File: src/rtl/dbg_gate_pkg.sv
package dbg_gate_pkg;

   localparam int FUSE_W        = 3;
   localparam int FUSE_JDIS_BIT = 2;

   typedef enum logic [1:0] {
      LVL_OFF    = 2'd0,
      LVL_NODBG  = 2'd1,
      LVL_SECURE = 2'd2,
      LVL_OPEN   = 2'd3
   } sec_lvl_t;

   typedef enum logic {
      CMD_CHAL   = 1'b0,
      CMD_SECRET = 1'b1
   } req_cmd_t;

   typedef enum logic [2:0] {
      ST_IDLE,
      ST_SEND,
      ST_ARMED,
      ST_CMP,
      ST_CLEAR,
      ST_FAIL
   } unl_state_t;

endpackage

File: src/rtl/dbg_word_pack.sv
module dbg_word_pack #(
   parameter int TOT_W  = 64,
   parameter int WORD_W = 16
) (
   input  logic              clk,
   input  logic              rst_n,
   input  logic              shift_en,
   input  logic [WORD_W-1:0] din,
   output logic [TOT_W-1:0]  dout
);
   localparam int WORDS = TOT_W / WORD_W;

   generate
      if (WORDS == 1) begin : g_direct
         always_ff @(posedge clk or negedge rst_n) begin
            if (!rst_n)        dout <= '0;
            else if (shift_en) dout <= din;
         end
      end else begin : g_shift
         always_ff @(posedge clk or negedge rst_n) begin
            if (!rst_n)        dout <= '0;
            else if (shift_en) dout <= {din, dout[TOT_W-1:WORD_W]};
         end
      end
   endgenerate

endmodule

File: src/rtl/dbg_key_cmp.sv
module dbg_key_cmp #(
   parameter int KEY_W = 64,
   parameter int CMP_W = 16
) (
   input  logic             clk,
   input  logic             rst_n,
   input  logic             run,
   input  logic [KEY_W-1:0] key_a,
   input  logic [KEY_W-1:0] key_b,
   output logic             done,
   output logic             match
);
   localparam int CHUNKS = KEY_W / CMP_W;
   localparam int IDX_W  = (CHUNKS > 1) ? $clog2(CHUNKS) : 1;
   localparam logic [IDX_W-1:0] IDX_LAST = IDX_W'(CHUNKS - 1);

   logic [IDX_W-1:0] idx;
   logic             acc;
   logic [CMP_W-1:0] part_a, part_b;
   logic             part_diff, last;

   assign part_a    = key_a[idx*CMP_W +: CMP_W];
   assign part_b    = key_b[idx*CMP_W +: CMP_W];
   assign part_diff = |(part_a ^ part_b);
   assign last      = (idx == IDX_LAST);
   assign done      = run && last;
   assign match     = !(acc || part_diff);

   always_ff @(posedge clk or negedge rst_n) begin
      if (!rst_n) begin
         idx <= '0;
         acc <= 1'b0;
      end else if (!run) begin
         idx <= '0;
         acc <= 1'b0;
      end else begin
         acc <= acc || part_diff;
         idx <= last ? '0 : idx + 1'b1;
      end
   end

endmodule

File: src/rtl/dbg_unlock_fsm.sv
module dbg_unlock_fsm
   import dbg_gate_pkg::*;
#(
   parameter int KEY_WORDS = 4,
   parameter int ID_WORDS  = 4
) (
   input  logic clk,
   input  logic rst_n,
   input  logic chal_ok,
   input  logic lc_ok,
   input  logic req_valid,
   input  logic req_cmd,
   input  logic req_sel,
   input  logic cmp_done,
   input  logic cmp_match,
   input  logic clr_ack,
   output logic [((ID_WORDS > 1) ? $clog2(ID_WORDS) : 1)-1:0] id_idx,
   output logic shift_en,
   output logic cmp_run,
   output logic sel_q,
   output logic rsp_valid,
   output logic clr_req,
   output logic grant_ns,
   output logic grant_s,
   output logic fail
);
   localparam int IDX_W = (ID_WORDS > 1) ? $clog2(ID_WORDS) : 1;
   localparam int CNT_W = (KEY_WORDS > 1) ? $clog2(KEY_WORDS) : 1;
   localparam logic [IDX_W-1:0] ID_LAST = IDX_W'(ID_WORDS - 1);
   localparam logic [CNT_W-1:0] KW_LAST = CNT_W'(KEY_WORDS - 1);

   unl_state_t       st;
   logic [CNT_W-1:0] cnt;
   logic             chal_take, secret_take;

   assign chal_take   = req_valid && (req_cmd == CMD_CHAL) && chal_ok;
   assign secret_take = req_valid && (req_cmd == CMD_SECRET) && chal_ok && lc_ok;

   assign shift_en  = (st == ST_ARMED) && secret_take;
   assign cmp_run   = (st == ST_CMP);
   assign rsp_valid = (st == ST_SEND);
   assign clr_req   = (st == ST_CLEAR);
   assign fail      = (st == ST_FAIL);

   always_ff @(posedge clk or negedge rst_n) begin
      if (!rst_n) begin
         st       <= ST_IDLE;
         id_idx   <= '0;
         cnt      <= '0;
         sel_q    <= 1'b0;
         grant_ns <= 1'b0;
         grant_s  <= 1'b0;
      end else begin
         case (st)
            ST_IDLE:
               if (chal_take) begin
                  st     <= ST_SEND;
                  id_idx <= '0;
               end
            ST_SEND:
               if (id_idx == ID_LAST) begin
                  st  <= ST_ARMED;
                  cnt <= '0;
               end else begin
                  id_idx <= id_idx + 1'b1;
               end
            ST_ARMED:
               if (secret_take) begin
                  if (cnt == '0) sel_q <= req_sel;
                  if (cnt == KW_LAST) st <= ST_CMP;
                  else                cnt <= cnt + 1'b1;
               end
            ST_CMP:
               if (cmp_done) st <= cmp_match ? ST_CLEAR : ST_FAIL;
            ST_CLEAR:
               if (clr_ack) begin
                  if (sel_q) grant_s  <= 1'b1;
                  else       grant_ns <= 1'b1;
                  st <= ST_IDLE;
               end
            ST_FAIL:
               st <= ST_FAIL;
            default:
               st <= ST_IDLE;
         endcase
      end
   end

endmodule

File: src/rtl/dbg_gate_ctrl.sv
module dbg_gate_ctrl
   import dbg_gate_pkg::*;
#(
   parameter int ID_W          = 64,
   parameter int KEY_W         = 64,
   parameter int DATA_W        = 16,
   parameter int CMP_W         = 16,
   parameter int LC_W          = 3,
   parameter int LC_OEM_CLOSED = 3,
   parameter int LC_NO_RETURN  = 7
) (
   input  logic              clk,
   input  logic              rst_n,
   input  logic [FUSE_W-1:0] fuse_word,
   input  logic [LC_W-1:0]   lc_state,
   input  logic [ID_W-1:0]   chip_id,
   input  logic [KEY_W-1:0]  oem_secret,
   input  logic [KEY_W-1:0]  tz_secret,
   input  logic              req_valid,
   input  logic              req_cmd,
   input  logic              req_sel,
   input  logic [DATA_W-1:0] req_data,
   output logic              rsp_valid,
   output logic [DATA_W-1:0] rsp_data,
   output logic              clr_req,
   input  logic              clr_ack,
   output logic              dbg_ns_en,
   output logic              dbg_s_en,
   output logic              bscan_en,
   output logic              unlock_fail
);
   localparam int KEY_WORDS = KEY_W / DATA_W;
   localparam int ID_WORDS  = ID_W / DATA_W;
   localparam int IDX_W     = (ID_WORDS > 1) ? $clog2(ID_WORDS) : 1;
   localparam logic [LC_W-1:0] LC_OK_CODE = LC_W'(LC_OEM_CLOSED);
   localparam logic [LC_W-1:0] LC_NR_CODE = LC_W'(LC_NO_RETURN);

   generate
      if (KEY_W % DATA_W != 0) begin : g_bad_key_w
         $error("KEY_W must be a multiple of DATA_W");
      end
      if (ID_W % DATA_W != 0) begin : g_bad_id_w
         $error("ID_W must be a multiple of DATA_W");
      end
      if (KEY_W % CMP_W != 0) begin : g_bad_cmp_w
         $error("KEY_W must be a multiple of CMP_W");
      end
      if (LC_OEM_CLOSED >= (1 << LC_W) || LC_NO_RETURN >= (1 << LC_W)) begin : g_bad_lc
         $error("lifecycle codes must fit in LC_W bits");
      end
      if (LC_OEM_CLOSED == LC_NO_RETURN) begin : g_same_lc
         $error("lifecycle codes must differ");
      end
   endgenerate

   sec_lvl_t         lvl;
   logic             lc_ok;
   logic [IDX_W-1:0] id_idx;
   logic             shift_en, cmp_run, cmp_done, cmp_match, sel_q;
   logic             grant_ns, grant_s;
   logic [KEY_W-1:0] rx_key, ref_key;

   assign lvl      = sec_lvl_t'(fuse_word[1:0]);
   assign lc_ok    = (lc_state == LC_OK_CODE);
   assign bscan_en = !(fuse_word[FUSE_JDIS_BIT] || (lc_state == LC_NR_CODE));
   assign ref_key  = sel_q ? tz_secret : oem_secret;
   assign rsp_data = rsp_valid ? chip_id[id_idx*DATA_W +: DATA_W] : '0;

   always_comb begin
      case (lvl)
         LVL_OPEN:   begin dbg_ns_en = 1'b1;     dbg_s_en = 1'b1;    end
         LVL_SECURE: begin dbg_ns_en = grant_ns; dbg_s_en = grant_s; end
         default:    begin dbg_ns_en = 1'b0;     dbg_s_en = 1'b0;    end
      endcase
   end

   dbg_unlock_fsm #(.KEY_WORDS(KEY_WORDS), .ID_WORDS(ID_WORDS)) u_fsm (
      .clk       (clk),
      .rst_n     (rst_n),
      .chal_ok   (lvl == LVL_SECURE),
      .lc_ok     (lc_ok),
      .req_valid (req_valid),
      .req_cmd   (req_cmd),
      .req_sel   (req_sel),
      .cmp_done  (cmp_done),
      .cmp_match (cmp_match),
      .clr_ack   (clr_ack),
      .id_idx    (id_idx),
      .shift_en  (shift_en),
      .cmp_run   (cmp_run),
      .sel_q     (sel_q),
      .rsp_valid (rsp_valid),
      .clr_req   (clr_req),
      .grant_ns  (grant_ns),
      .grant_s   (grant_s),
      .fail      (unlock_fail)
   );

   dbg_word_pack #(.TOT_W(KEY_W), .WORD_W(DATA_W)) u_pack (
      .clk      (clk),
      .rst_n    (rst_n),
      .shift_en (shift_en),
      .din      (req_data),
      .dout     (rx_key)
   );

   dbg_key_cmp #(.KEY_W(KEY_W), .CMP_W(CMP_W)) u_cmp (
      .clk   (clk),
      .rst_n (rst_n),
      .run   (cmp_run),
      .key_a (rx_key),
      .key_b (ref_key),
      .done  (cmp_done),
      .match (cmp_match)
   );

endmodule

File: config.mk
export PLATFORM = sky130hd
export DESIGN_NAME = dbg_gate_ctrl
export DESIGN_NICKNAME = d
export VERILOG_FILES = /design/src/rtl/dbg_gate_pkg.sv /design/src/rtl/dbg_word_pack.sv /design/src/rtl/dbg_key_cmp.sv /design/src/rtl/dbg_unlock_fsm.sv /design/src/rtl/dbg_gate_ctrl.sv
export SDC_FILE = /design/constraint.sdc
export NUM_CORES = 1
export LEC_CHECK = 0
export BUFFER_PORTS_ARGS = -buffer_cell sky130_fd_sc_hd__buf_4
export CAP_MARGIN = 20
export CORE_MARGIN = 4
export CORE_UTILIZATION = 37
export DETAILED_ROUTE_END_ITERATION = 8
export PLACE_DENSITY_LB_ADDON = 0.08
export SLEW_MARGIN = 20
export SYNTH_ARGS = -nofsm -noshare
export SYNTH_HDL_FRONTEND = slang
export SYNTH_HIERARCHICAL = 1
export SYNTH_SLANG_ARGS = --single-unit
export TNS_END_PERCENT = 100
File: constraint.sdc
create_clock -name clk -period 5 [get_ports clk]
set_clock_uncertainty 0.15 [all_clocks]
set_input_delay 0.5 -clock clk [delete_from_list [all_inputs] [get_ports clk]]
set_output_delay 0.5 -clock clk [all_outputs]
set_load 0.005 [all_outputs]
Word-level counts from Yosys, hierarchy flattened
Cells that the tools add are included.

Bitwise gates (word level): 3. Equality and inequality tests: 20. Mux-type cells: 22. Reductions and logical operators: 21. Add/sub/neg operators: 3. Div/mod/pow operators: 0. Shifts and indexed selects: 3. $lt $le $gt $ge: 0. Multipliers: 0.

Operators by type and width (number): $shiftx 64x7->16 (3); $mux 64 (1); $mux 3 (6); $pmux 3 s6 (1); $mux 16 (1); $reduce_or 16->1 (1); $xor 16x16->16 (1); $mux 2 (7); $reduce_and 3->1 (4); $eq 2x2->1 const B (5); $eq 3x2->1 const B (3); $eq 3x3->1 const B (3); $ne 2x1->1 const B (4); $ne 2x2->1 const B (4); $pmux 2 s2 (2); $logic_and 1x1->1 (7); $add 2x1->2 const B (3); $reduce_and 6->1 (1); $pmux 1 s2 (2); $reduce_and 4->1 (1); $reduce_bool 2->1 (2); $eq 3x1->1 const B (1); $logic_not 3->1 (1); $logic_not 2->1 (1); other kinds (4) (7).

Memories: 0. Input port bits: 220. Logic and storage cells: 81. RAM bits: 0. Register bits after elaboration: 77. Memory bits (read-only): 0. Bits in latches: 0.

Depth between registers and ports, before layout
Gate-level depths: netlist (run 1).

Depth in word-level cells: 8. Mapped depth: 11.

Modules after synthesis
Netlist (run 1), hierarchy kept.

Modules (own cells, without submodules): dbg_word_pack (sequential area each 1601.5 um2, cells each 135, times used 1, area an instance 2678.8 um2); dbg_gate_ctrl (sequential area each 0.0 um2, cells each 134, times used 1, area an instance 1616.6 um2); dbg_key_cmp (sequential area each 75.1 um2, cells each 87, times used 1, area an instance 1068.5 um2); dbg_unlock_fsm (sequential area each 250.2 um2, cells each 62, times used 1, area an instance 650.6 um2).

Least setup slack after synthesis (run 1)
Ideal clock, no wire load.

Kind: register to register. From: register u_fsm.sel_q. To: register u_fsm.st[0]. Cell stages (with the launch flop): 12. Path slack: 1.788 ns. Arrival time: 2.941 ns. Library setup time: 0.121 ns. Path through: dfrtp_1 -> buf_6 -> buf_12 -> mux2_4 -> mux4_2 -> xor2_1 -> or4_4 -> a2111oi_2 -> and3_1 -> nand3b_1 -> a211oi_1 -> a22o_1.

Longest elaborated chain between the ends: 8.

Ends and longest elaborated chain: start, declared (line dbg_unlock_fsm.sv:20) `output logic sel_q,`; start signal, assigned (line dbg_unlock_fsm.sv:69) `if (cnt == '0) sel_q <= req_sel;`; $mux 64 (line dbg_gate_ctrl.sv:66) `assign ref_key = sel_q ? tz_secret : oem_secret;`; net ref_key[52] (line dbg_gate_ctrl.sv:61) `logic [KEY_W-1:0] rx_key, ref_key;`; $shiftx 64x7->16 (line dbg_key_cmp.sv:23) `assign part_b = key_b[idx*CMP_W +: CMP_W];`; $xor 16x16->16 (line dbg_key_cmp.sv:24) `assign part_diff = |(part_a ^ part_b);`; $reduce_or 16->1 (line dbg_key_cmp.sv:24); $logic_or 1x1->1 (line dbg_key_cmp.sv:27) `assign match = !(acc || part_diff);`; $mux 1 (line dbg_unlock_fsm.sv:74) `if (cmp_done) st <= cmp_match ? ST_CLEAR : ST_FAIL;`; $mux 3 (line dbg_unlock_fsm.sv:74); $pmux 3 s6 (line dbg_unlock_fsm.sv:54) `case (st)`; end signal, assigned (line dbg_unlock_fsm.sv:74); end, declared (line dbg_unlock_fsm.sv:32) `unl_state_t st;`.

The timed path passes the listed nets, and every way through them passes these cells. The select of a mux whose other input is x is not followed. A chain may end at the register's enable or synchronous reset.

Worst setup path in the final report (run 1)
Ends and elaborated chain as after synthesis.

==> tab_implementation.tex, run 1 <==
\begin{tabular}{lr}
\hline
Metric & Value \\
\hline
\multicolumn{2}{l}{\textbf{Die}} \\
\quad Chip Width & 135 um \\
\quad Num ports & 242 \\
\quad Std-Cell Core Area & 0.0159 sq mm \\
\quad Effective utilization at floorplan & 37.9\% \\
\quad Full die area & 0.0184 sq mm \\
\quad Site row count & 46 \\
\quad Die Y-Extent & 135 um \\
\multicolumn{2}{l}{\textbf{Clocking}} \\
\quad Level count of the clock H-tree & 3 \\
\quad Buffers from clock root to sink, at most & 2 \\
\quad Resized Gates After CTS & 0 \\
\quad Root Driver & clkbuf\_16 \\
\quad TritonCTS clock tree & built \\
\quad Reg clk slew, reported paths & 60 ps \\
\quad Number of hold buffers added after CTS & 0 \\
\quad TritonCTS Buffers & 9 \\
\quad Buffer count from post-CTS setup fixing & 0 \\
\quad Clk\_lat worst skew & 330 ps \\
\quad \# clock sinks & 77 \\
\multicolumn{2}{l}{\textbf{STA}} \\
\quad Clock period minus worst slack & 3820 ps \\
\quad Final hold vios & 0 \\
\quad Setup repair after global routing missed its margin & false \\
\quad Post-route clock period utilization & 76.5\% \\
\quad Worst-case headroom to the max-slew limit & 35.8\% \\
\quad Final setup vio count & 0 \\
\quad Highest clock rate & 261 MHz \\
\quad Number of max-slew violations in the final report & 0 \\
\quad Actual transition at the worst max-transition pin & 963 ps \\
\quad Summed negative setup slack over all endpoints & 0 ps \\
\multicolumn{2}{l}{\textbf{Global routing}} \\
\quad Most heavily used metal layer in global routing & met2 \\
\quad Wire length of the first global-routing pass & 24300 um \\
\quad Vias in the first global route & 4716 \\
\quad GRT Residual Overflow & 0 \\
\quad Grt met3 use & 3.75\% \\
\quad Antenna violations before repair & 0 \\
\quad Met1 global-route usage & 20.2\% \\
\quad Global-route track usage on met2 & 30.1\% \\
\quad Gr usage total & 16.8\% \\
\quad Largest net degree at the start of global routing & 78 \\
\multicolumn{2}{l}{\textbf{Synthesis}} \\
\quad Count of state elements after synthesis & 77 \\
\quad Async SR Flop Fraction & 100\% \\
\quad Post-synth EDFFs & 0 \\
\quad Post-synthesis compound-gate area fraction & 4.72\% \\
\quad Netlist cell types & 51 \\
\quad Area share of the leading cell type in the synthesized netlist & 32.0\% \\
\quad Simple logic cell fraction of the synthesized area & 4.68\% \\
\quad Combinational family with the most area after synthesis & multiplexers \\
\quad Post-Synth Adder-Cell Area & 0.832\% \\
\quad Ranking of synthesized cells by area & dfrtp\_1, mux2\_4, mux4\_2 \\
\quad Number of warnings printed during yosys synthesis & 6 \\
\quad Sequential-to-total area share from yosys stat & 32.0\% \\
\quad Area of the mapped netlist & 0.00601 sq mm \\
\quad Mux cell area share after synthesis & 46.2\% \\
\quad Top flip-flop cell by instance count after synthesis & dfrtp\_1 \\
\quad Avg Inst Size Synth & 14.4 sq um \\
\quad Top cell type by total area after synthesis & dfrtp\_1 \\
\quad Post-synthesis xor/xnor area fraction & 4.51\% \\
\quad Cells after synthesis & 418 \\
\quad Post-synth net total & 642 \\
\multicolumn{2}{l}{\textbf{Status}} \\
\quad Status & complete, no violations \\
\multicolumn{2}{l}{\textbf{Final layout}} \\
\quad Net count, final & 868 \\
\quad Share of cells above drive strength 1 & 64.7\% \\
\quad Design area & 0.00806 sq mm \\
\quad Most used cells in the layout excluding fill and tap cells & buf\_4, mux2\_4, dfrtp\_1 \\
\quad Leading cell type in the layout, fill and taps excluded & buf\_4 \\
\quad Area growth from synthesis to layout & 34.1\% \\
\quad Antenna fix cells & 0 \\
\multicolumn{2}{l}{\textbf{Hold path}} \\
\quad Path category of the worst min-delay check & input port to asynchronous set/reset pin \\
\multicolumn{2}{l}{\textbf{Pwr}} \\
\quad Power density over the cells & 218 mW/mm\^{}2 \\
\quad Static leakage power & 4.05 nW \\
\quad Worst-case vdd ir drop & 195 uV \\
\multicolumn{2}{l}{\textbf{Route}} \\
\quad Vias after detailed routing & 4259 \\
\quad Post-detailed-route wirelength per cell & 18.1 um \\
\quad Post-detailed-routing wire length & 15700 um \\
\quad DR pass1 iterations & 4 \\
\quad Via density per instance & 4.92 \\
\quad Post-detailed-route DRC marker count & 0 \\
\quad Residual antenna-violating net count after detailed routing & 0 \\
\quad First DRT Iteration DRCs & 116 \\
\multicolumn{2}{l}{\textbf{Worst setup path}} \\
\quad Cells traversed along the worst timing path & buf\_4, mux2\_4, mux4\_2, xor2\_1, a2111oi\_0, and3\_1, nand3b\_1, a211oi\_1, a22o\_1 \\
\quad Type of element launching the critical path & flip-flop \\
\quad Worst setup EP type & flip-flop \\
\quad Worst stage delay on the critical path & 900 ps \\
\quad Max Fanout on Critical Path & 44 \\
\quad Startpoint-to-endpoint class of the critical path & flip-flop to flip-flop \\
\quad Data arrival, critical path & 3900 ps \\
\quad Required arrival time at the worst endpoint & 5070 ps \\
\quad Cell with the largest stage delay on the worst path & dfrtp\_4 \\
\multicolumn{2}{l}{\textbf{Placed design}} \\
\quad Routability congestion estimate from global placement & 0.754 \\
\quad Total half-perimeter wirelength after legalization and detailed placement & 12400 um \\
\quad I/O Buffers & 241 \\
\quad Post-detailed-placement cell area & 0.00775 sq mm \\
\multicolumn{2}{l}{\textbf{Run}} \\
\quad Max-capacitance violation count & 0 \\
\hline
\end{tabular}
## layout make-up
class / instances / area, sq um
fillers: 1433 / 7820
multi-input cells: 303 / 3670
flip-flops and latches: 77 / 1930
repair buffers: 245 / 1860
well taps: 216 / 270
clock buffers: 9 / 225
clock inverters: 7 / 80.1
inverters: 8 / 30.0
## layer usage
metal | share of wire [%] | up-vias
li1 | - | 2033
met1 | 40 | 2082
met2 | 53 | 117
met3 | 4.9 | 27
met4 | 2.1 | 0
met5 | 0 | -
## critical path: cells and delay by family (launching register included)
kind / cells / cell delay, ps
buffers and inverters: 1 / 510
multiplexers: 2 / 810
XOR/XNOR: 1 / 170
AND/OR/NAND/NOR: 2 / 370
flip-flops: 1 / 900
AO/OA/AOI/OAI: 3 / 790
## synthesized netlist by cell type (2+ instances only)
library cell / instances
xnor2_1: 10
inv_2: 2
o22ai_1: 17
inv_1: 6
and2_1: 4
nand3b_1: 2
a31oi_1: 7
mux2_4: 120
nor2b_1: 3
dfrtp_1: 77
buf_2: 5
buf_12: 12
mux4_1: 4
buf_6: 7
mux2i_1: 34
xor2_1: 21
nor2_1: 4
nand2_1: 7
buf_8: 2
ha_1: 4
nor3_1: 8
a21oi_1: 2
mux4_2: 19
mux2_2: 8
and3_1: 2
nand2b_1: 3
o2bb2ai_1: 2
o21a_1: 2
a31o_1: 2
## worst paths after layout
| kind | end | slack [ps] | from | cells after the start |
|---|---|---|---|---|
| worst max-delay path | u_fsm/st[0] | 1180 | u_fsm/sel_q | 9 |
| worst min-delay path | u_pack/dout[10] | 10 | rst_n | 1 |
| worst max register to register | u_fsm/st[0] | 1180 | u_fsm/sel_q | 9 |
| worst min register to register | u_fsm/grant_ns | 320 | u_fsm/grant_ns | 1 |
| max in group asynchronous | u_fsm/id_idx[1] | 4160 | rst_n | 1 |
| min in group clk | u_pack/dout[49] | 240 | req_data[1] | 2 |
## flip-flops by register name, summed over array words and instances, names as in the netlist
name            count
u_fsm/cnt           2
u_fsm/st            3
u_fsm/sel_q         1
u_cmp/idx           2
u_cmp/acc           1
u_fsm/id_idx        2
u_pack/dout        64
u_fsm/grant_ns      1
u_fsm/grant_s       1
## power breakdown
group / internal, W / total (W) / switching [W]
Combinational: 0.000288 / 0.000399 / 0.000111
Clock: 0.000392 / 0.000658 / 0.000265
Sequential: 0.000651 / 0.000700 / 0.0000488
Total: 0.00133 / 0.00176 / 0.000425
## per-stage QoR
step | setup slack (ps) | cells | util [%] | hold slack (ps) | power (W)
2_1_floorplan | 1790 | 418 | - | 54.4 | 0.000954
3_3_place_gp | 1200 | 849 | 48.8 | 299 | 0.00111
3_5_place_dp | 1150 | 849 | 48.8 | 311 | 0.00111
4_1_cts | 1150 | 865 | 50.7 | 203 | 0.00179
5_1_grt | 973 | 865 | 50.8 | 93.9 | 0.00185
6_report | 1180 | 865 | 50.8 | 13.8 | 0.00176
## cell families after synthesis
group                    after synthesis
buffers and inverters                 38
AO/OA/AOI/OAI                         40
adder cells (fa/ha/maj)                4
multiplexers                         186
AND/OR/NAND/NOR                       42
XOR/XNOR                              31
flip-flops                            77
Note: power is estimated with default switching activity, not from simulation.
==> run 2, diff against run 1 <==
--- a/config.mk
+++ b/config.mk
@@ -5,6 +5,7 @@
 export SDC_FILE = /design/constraint.sdc
 export NUM_CORES = 1
 export LEC_CHECK = 0
+export ABC_AREA = 1
 export BUFFER_PORTS_ARGS = -buffer_cell sky130_fd_sc_hd__buf_4
 export CAP_MARGIN = 20
 export CORE_MARGIN = 4
==> constraint.sdc (replaced) <==
create_clock -name clk -period 3.55 [get_ports clk]
set_clock_uncertainty 0.15 [all_clocks]
set_input_delay 0.355 -clock clk [delete_from_list [all_inputs] [get_ports clk]]
set_output_delay 0.355 -clock clk [all_outputs]
set_load 0.005 [all_outputs]
==> run 2 against run 1 <==
Compared with the run above:
- critical endpoint unchanged
- via count grew 56%
- utilization shrank 1.6 points
- routed wire length grew 28%
- highest routed layer unchanged
- first-iteration DRC count grew to 3.5 times the previous value
==> tab_implementation.tex, run 2 <==
\begin{tabular}{lr}
\hline
Metric & Value \\
\hline
\multicolumn{2}{l}{\textbf{Final layout}} \\
\quad Most used cells in the layout excluding fill and tap cells & nand2\_1, buf\_4, inv\_1 \\
\quad Antenna fix cells & 0 \\
\quad Largest registers & u\_pack/dout: 64 flops, u\_fsm/st: 3 flops \\
\quad Net count, final & 1447 \\
\quad Leading cell type in the layout, fill and taps excluded & nand2\_1 \\
\quad Max FFs per register & 64 \\
\quad Top reg by flops & u\_pack/dout \\
\quad Share of cells above drive strength 1 & 29.4\% \\
\quad Design area & 0.00889 sq mm \\
\quad Footprint of the multi-input gates & 0.00395 sq mm \\
\quad Number of fillers in the final layout & 1928 \\
\quad Register cell area after layout & 0.00193 sq mm \\
\quad Area growth from synthesis to layout & 29.8\% \\
\multicolumn{2}{l}{\textbf{Clocking}} \\
\quad Clk\_lat worst skew & 330 ps \\
\quad Resized Gates After CTS & 0 \\
\quad TritonCTS Buffers & 9 \\
\quad Level count of the clock H-tree & 3 \\
\quad Buffers from clock root to sink, at most & 2 \\
\quad Root Driver & clkbuf\_16 \\
\quad Reg clk slew, reported paths & 60 ps \\
\quad \# clock sinks & 77 \\
\quad TritonCTS clock tree & built \\
\multicolumn{2}{l}{\textbf{Synthesis}} \\
\quad Mux cell area share after synthesis & 13.8\% \\
\quad Combinational family with the most area after synthesis & simple AND/OR/NAND/NOR gates \\
\quad Top flip-flop cell by instance count after synthesis & dfrtp\_1 \\
\quad Post-synth net total & 1239 \\
\quad Area of the mapped netlist & 0.00685 sq mm \\
\quad Async SR Flop Fraction & 100\% \\
\quad Avg Inst Size Synth & 6.75 sq um \\
\quad Most repeated cell in the gate-level netlist after synthesis & nand2\_1 \\
\quad Ranking of synthesized cells by area & nand2\_1, dfrtp\_1, mux2\_4 \\
\quad Cells after synthesis & 1015 \\
\quad Top cells by count, synth & nand2\_1, inv\_1, nand3\_1 \\
\quad Number of warnings printed during yosys synthesis & 6 \\
\quad Post-synthesis compound-gate area fraction & 2.68\% \\
\quad Post-Synth Adder-Cell Area & 0.730\% \\
\quad Sequential-to-total area share from yosys stat & 28.1\% \\
\quad Post-synth EDFFs & 0 \\
\quad Netlist cell types & 35 \\
\quad Simple logic cell fraction of the synthesized area & 39.0\% \\
\quad Top cell type by total area after synthesis & nand2\_1 \\
\quad Count of state elements after synthesis & 77 \\
\quad Post-synthesis xor/xnor area fraction & 1.41\% \\
\quad Area share of the leading cell type in the synthesized netlist & 28.4\% \\
\multicolumn{2}{l}{\textbf{Global routing}} \\
\quad GRT Residual Overflow & 0 \\
\quad Wire length of the first global-routing pass & 31600 um \\
\quad Vias in the first global route & 6183 \\
\quad Gr usage total & 18.7\% \\
\quad Antenna violations before repair & 0 \\
\quad Largest net degree at the start of global routing & 78 \\
\multicolumn{2}{l}{\textbf{STA}} \\
\quad Worst slack on hold paths & 67.9 ps \\
\quad Worst-case headroom to the max-slew limit & 51.8\% \\
\quad Clock period minus worst slack & 2960 ps \\
\quad Final hold vios & 0 \\
\quad Highest clock rate & 338 MHz \\
\quad Setup repair after global routing missed its margin & false \\
\quad Number of max-slew violations in the final report & 0 \\
\quad Actual transition at the worst max-transition pin & 724 ps \\
\quad Final setup vio count & 0 \\
\quad Summed negative setup slack over all endpoints & 0 ps \\
\quad Post-route clock period utilization & 83.3\% \\
\multicolumn{2}{l}{\textbf{Die}} \\
\quad Site row count & 49 \\
\quad Effective utilization at floorplan & 37.9\% \\
\quad Full die area & 0.0208 sq mm \\
\quad Std-Cell Core Area & 0.0181 sq mm \\
\quad Die Y-Extent & 144 um \\
\quad Chip Width & 144 um \\
\quad Num ports & 242 \\
\multicolumn{2}{l}{\textbf{Worst setup path}} \\
\quad Endpoint of the lowest-slack register-to-register path & u\_fsm/st[0] \\
\quad Startpoint-to-endpoint class of the critical path & flip-flop to flip-flop \\
\quad Register-to-register setup slack & 590 ps \\
\quad Required arrival time at the worst endpoint & 3610 ps \\
\quad Max Fanout on Critical Path & 27 \\
\quad Worst setup EP type & flip-flop \\
\quad Launching point of the worst reg2reg path & u\_fsm/sel\_q \\
\quad Data arrival, critical path & 3020 ps \\
\quad Length in cells of the worst reg-to-reg path & 14 \\
\quad Type of element launching the critical path & flip-flop \\
\multicolumn{2}{l}{\textbf{Hold path}} \\
\quad Path category of the worst min-delay check & input port to flip-flop \\
\quad Hold path startpoint & req\_data[14] \\
\quad Capture endpoint of the worst hold path & u\_pack/dout[62] \\
\quad Cell count of the worst hold path & 3 \\
\multicolumn{2}{l}{\textbf{Placed design}} \\
\quad Routability congestion estimate from global placement & 0.831 \\
\quad I/O Buffers & 241 \\
\quad Total half-perimeter wirelength after legalization and detailed placement & 14300 um \\
\quad Post-detailed-placement cell area & 0.00852 sq mm \\
\multicolumn{2}{l}{\textbf{Pwr}} \\
\quad Worst-case vdd ir drop & 299 uV \\
\quad Clock power share & 26.8\% \\
\quad Static leakage power & 5.35 nW \\
\quad Power share of the sequential group & 26.5\% \\
\quad Fraction of power spent switching nets & 38.6\% \\
\quad Switch Pwr & 0.00161 W \\
\quad Int Pwr & 0.00256 W \\
\quad Logic pwr share & 46.7\% \\
\quad Power density over the cells & 469 mW/mm\^{}2 \\
\multicolumn{2}{l}{\textbf{Route}} \\
\quad Post-detailed-route wirelength per cell & 13.7 um \\
\quad Post-detailed-route DRC marker count & 0 \\
\quad Post-detailed-routing wire length & 20000 um \\
\quad DR pass1 iterations & 6 \\
\quad Residual antenna-violating net count after detailed routing & 0 \\
\quad Via density per instance & 4.56 \\
\quad Vias after detailed routing & 6638 \\
\quad First DRT Iteration DRCs & 403 \\
\multicolumn{2}{l}{\textbf{Run}} \\
\quad Max-capacitance violation count & 0 \\
\multicolumn{2}{l}{\textbf{Status}} \\
\quad Status & complete, no violations \\
\hline
\end{tabular}
[run 2: changes by cell type after synthesis, sizes merged, moves of 30 or more]
cell	delta
nand2	+517
inv	+113
nand3	+89
mux2	-65
mux2i	-34
nor2	+30
[run 2: routing by layer]
metal,GRT usage [%],vias to the layer above,part of all wire (%)
met3,2.55,11,6.9
met5,0,-,0
li1,-,3507,-
met4,4.06,0,0.84
met1,27.4,2911,48
met2,29.4,209,45
[run 2: critical path, cell delays in order, from the launching register on]
cell	delay, ps
dfrtp_4	770
buf_12	290
mux2_2	390
nand2_1	80
nand3_1	90
nand3_1	120
nand2_1	50
nor2_1	120
nand2_1	70
nor2_1	130
nand3_1	160
inv_1	100
nand2_1	60
a21oi_1	160
o21ai_1	80
[run 2: logic make-up after synthesis]
group	after synthesis
simple gates	653
xor+xnor	11
flops	77
buf+inv	174
compound gates	32
mux	64
fa+ha+maj	4
[run 2: worst max-delay path by stage]
stage / from / end / slack (ps) / depth (start not counted)
after floorplan: u_fsm/sel_q / u_fsm/st[0] / 1380 / 17
after global placement: u_fsm/sel_q / u_fsm/st[0] / 580 / 14
after detailed placement: u_fsm/sel_q / u_fsm/st[0] / 530 / 14
after CTS: u_fsm/sel_q / u_fsm/st[0] / 520 / 14
after global routing: u_fsm/sel_q / u_fsm/st[0] / 290 / 14
final: u_fsm/sel_q / u_fsm/st[0] / 590 / 14
[run 2: layout make-up]
| type | count | share of cell area [%] |
|---|---|---|
| multi-input cells | 764 | 44.4 |
| flip-flops and latches | 77 | 21.7 |
| repair buffers | 250 | 21.3 |
| inverters | 121 | 5.25 |
| well taps | 229 | 3.22 |
| clock buffers | 10 | 2.57 |
| clock inverters | 6 | 1.52 |
[run 2: power groups by stage]
stage               logic [W]  registers [W]  clock network (W)
finish                0.00195        0.00110            0.00112
global route          0.00221        0.00112            0.00118
CTS                   0.00197        0.00110            0.00114
detailed placement    0.00196        0.00112                  0
global placement      0.00196        0.00112                  0
floorplan             0.00153       0.000999                  0
[run 2: through the flow]
stage               util, %  power [W]  setup WS, ps  std cells
floorplan                 -    0.00253          1380       1015
global placement       47.1    0.00309           578       1440
detailed placement     47.1    0.00308           526       1440
CTS                    49.1    0.00422           519       1456
global route           49.2    0.00451           286       1457
finish                 49.2    0.00417           592       1457
[run 2: repair_timing]
action | in CTS | in global routing
hold buffers | 0 | 1
setup endpoints to repair | 0 | 0
endpoints found under the hold margin | 0 | 51
buffers inserted | 0 | 0
==> run 3, diff against run 2 <==
==> constraint.sdc (replaced) <==
create_clock -name clk -period 2.85 [get_ports clk]
set_clock_uncertainty 0.15 [all_clocks]
set_input_delay 0.285 -clock clk [delete_from_list [all_inputs] [get_ports clk]]
set_output_delay 0.285 -clock clk [all_outputs]
set_load 0.005 [all_outputs]
==> run 3 against run 2 <==
Compared with the run above:
- routed wire length is 2.7% higher
- highest routed layer unchanged
- via count rose by 1.3%
- utilization rose by 0.92 points
- critical path depth up 2
- worst setup slack got worse by 320 ps
==> tab_implementation.tex, run 3 (same netlist as run 2, synthesis figures left out) <==
\begin{tabular}{lr}
\hline
Metric & Value \\
\hline
\multicolumn{2}{l}{\textbf{STA}} \\
\quad Setup repair after global routing missed its margin & false \\
\quad Clock period minus worst slack & 2580 ps \\
\quad Post-route clock period utilization & 90.5\% \\
\quad Summed negative setup slack over all endpoints & 0 ps \\
\quad Worst-case headroom to the max-slew limit & 38.2\% \\
\quad Final setup vio count & 0 \\
\quad Number of max-slew violations in the final report & 0 \\
\quad Final hold vios & 0 \\
\quad Highest clock rate & 388 MHz \\
\quad Actual transition at the worst max-transition pin & 927 ps \\
\multicolumn{2}{l}{\textbf{Clocking}} \\
\quad TritonCTS clock tree & built \\
\quad \# clock sinks & 77 \\
\quad Reg clk slew, reported paths & 60 ps \\
\quad TritonCTS Buffers & 9 \\
\quad Clk\_lat worst skew & 330 ps \\
\quad Buffer count from post-CTS setup fixing & 0 \\
\quad Buffers from clock root to sink, at most & 2 \\
\quad Root Driver & clkbuf\_16 \\
\quad Level count of the clock H-tree & 3 \\
\multicolumn{2}{l}{\textbf{Route}} \\
\quad Vias after detailed routing & 6724 \\
\quad First DRT Iteration DRCs & 372 \\
\quad DR pass1 iterations & 4 \\
\quad Post-detailed-route wirelength per cell & 14.0 um \\
\quad Post-detailed-route DRC marker count & 0 \\
\quad Via density per instance & 4.57 \\
\quad Residual antenna-violating net count after detailed routing & 0 \\
\quad Post-detailed-routing wire length & 20600 um \\
\multicolumn{2}{l}{\textbf{Die}} \\
\quad Site row count & 49 \\
\quad Die Y-Extent & 144 um \\
\quad Std-Cell Core Area & 0.0181 sq mm \\
\quad Chip Width & 144 um \\
\quad Full die area & 0.0208 sq mm \\
\quad Effective utilization at floorplan & 37.9\% \\
\quad Num ports & 242 \\
\multicolumn{2}{l}{\textbf{Global routing}} \\
\quad Antenna violations before repair & 0 \\
\quad Vias in the first global route & 6240 \\
\quad Gr usage total & 19.1\% \\
\quad Wire length of the first global-routing pass & 32200 um \\
\quad GRT Residual Overflow & 0 \\
\quad Largest net degree at the start of global routing & 65 \\
\multicolumn{2}{l}{\textbf{Worst setup path}} \\
\quad Startpoint-to-endpoint class of the critical path & flip-flop to flip-flop \\
\quad Type of element launching the critical path & flip-flop \\
\quad Data arrival, critical path & 2640 ps \\
\quad Required arrival time at the worst endpoint & 2910 ps \\
\quad Register-to-register setup slack & 270 ps \\
\quad Worst setup EP type & flip-flop \\
\quad Max Fanout on Critical Path & 10 \\
\multicolumn{2}{l}{\textbf{Pwr}} \\
\quad Static leakage power & 5.43 nW \\
\quad Power density over the cells & 591 mW/mm\^{}2 \\
\quad Worst-case vdd ir drop & 329 uV \\
\multicolumn{2}{l}{\textbf{Final layout}} \\
\quad Max FFs per register & 64 \\
\quad Share of cells above drive strength 1 & 29.7\% \\
\quad Top reg by flops & u\_pack/dout \\
\quad Net count, final & 1462 \\
\quad Final non-filler cell total & 1472 \\
\quad Antenna fix cells & 0 \\
\quad Largest registers & u\_pack/dout: 64 flops, u\_fsm/st: 3 flops \\
\quad Leading cell type in the layout, fill and taps excluded & nand2\_1 \\
\quad Area growth from synthesis to layout & 32.2\% \\
\quad Most used cells in the layout excluding fill and tap cells & nand2\_1, buf\_4, inv\_1 \\
\multicolumn{2}{l}{\textbf{Run}} \\
\quad Max-capacitance violation count & 0 \\
\multicolumn{2}{l}{\textbf{Status}} \\
\quad Status & complete, no violations \\
\multicolumn{2}{l}{\textbf{Placed design}} \\
\quad Total half-perimeter wirelength after legalization and detailed placement & 15100 um \\
\quad I/O Buffers & 241 \\
\quad Dpl cells & 1447 \\
\quad Routability congestion estimate from global placement & 0.789 \\
\multicolumn{2}{l}{\textbf{Hold path}} \\
\quad Path category of the worst min-delay check & input port to flip-flop \\
\hline
\end{tabular}
## run 3: cell count changes in the layout (fill, tap and decap cells not counted)
cell,before,now
clkbuf_8,0,1
clkinvlp_4,2,1
bufinv_16,4,5
clkinv_2,0,1
dlygate4sd3_1,1,9
clkbuf_1,1,0
inv_2,6,5
buf_4,247,254
## run 3: stage by stage
| stage | instance area (sq um) | setup WS, ps | total power, W | hold slack (ps) | utilization [%] |
|---|---|---|---|---|---|
| CTS | 9060 | 217 | 0.00542 | 2.98 | 50.1 |
| finish | 9060 | 272 | 0.00535 | 10.4 | 50.1 |
| detailed placement | 8570 | 237 | 0.00388 | 137 | 47.4 |
| global route | 9060 | 17.3 | 0.00579 | 15.6 | 50.1 |
| global placement | 8570 | 226 | 0.00387 | 137 | 47.4 |
| floorplan | 6850 | 682 | 0.00315 | -161 | - |
## run 3: worst max-delay path, stage by stage (launching register included)
cell,delay (ps)
dfrtp_4,570
buf_4,220
mux2_4,300
nand2_1,80
nand3_1,80
nand2_1,120
inv_1,50
nand2_1,50
nand2_1,40
nor2_1,90
nand2_1,50
nor2_1,150
nand3_1,130
inv_1,70
nand2_1,50
a21oi_1,160
o21ai_1,80
## run 3: per-layer routing
| layer | GRT usage, % | routed length (um) | vias up |
|---|---|---|---|
| met2 | 29.4 | 9060 | 205 |
| met3 | 2.88 | 1480 | 14 |
| li1 | - | - | 3544 |
| met4 | 4.91 | 225 | 0 |
| met1 | 28.0 | 9800 | 2961 |
| met5 | 0 | 0 | - |
## run 3: worst paths after layout
path	from	end	cells after the start
worst max-delay path	u_fsm/sel_q	u_fsm/st[0]	16
worst min-delay path	req_data[5]	u_pack/dout[53]	3
worst max register to register	u_fsm/sel_q	u_fsm/st[0]	16
worst min register to register	u_pack/dout[7]	u_pack/dout[7]	2
max in group asynchronous	rst_n	u_pack/dout[44]	3
min in group asynchronous	rst_n	u_fsm/id_idx[0]	2
## run 3: what timing repair did
item / 4_1_cts / 5_1_grt
hold endpoints to repair: 44 / 0
setup endpoints to repair: 0 / 1
hold buffers: 9 / 0
gates resized for setup: 0 / 1
## run 3: final cells by class
| type | count | area, sq um |
|---|---|---|
| fill | 1897 | 9020 |
| multi-input combinational | 764 | 3950 |
| timing repair buffer | 265 | 2030 |
| sequential | 77 | 1930 |
| inverter | 121 | 468 |
| tap | 229 | 287 |
| clock buffer | 10 | 239 |
| clock inverter | 6 | 158 |
## run 3: report_power, final
part | switching, W | leakage [nW] | total (W) | internal [W]
clock | 0.000444 | 0.189 | 0.00150 | 0.00106
sequential | 0.000128 | 1.05 | 0.00131 | 0.00118
combinational | 0.00144 | 4.19 | 0.00255 | 0.00110
total | 0.00202 | 5.43 | 0.00535 | 0.00334
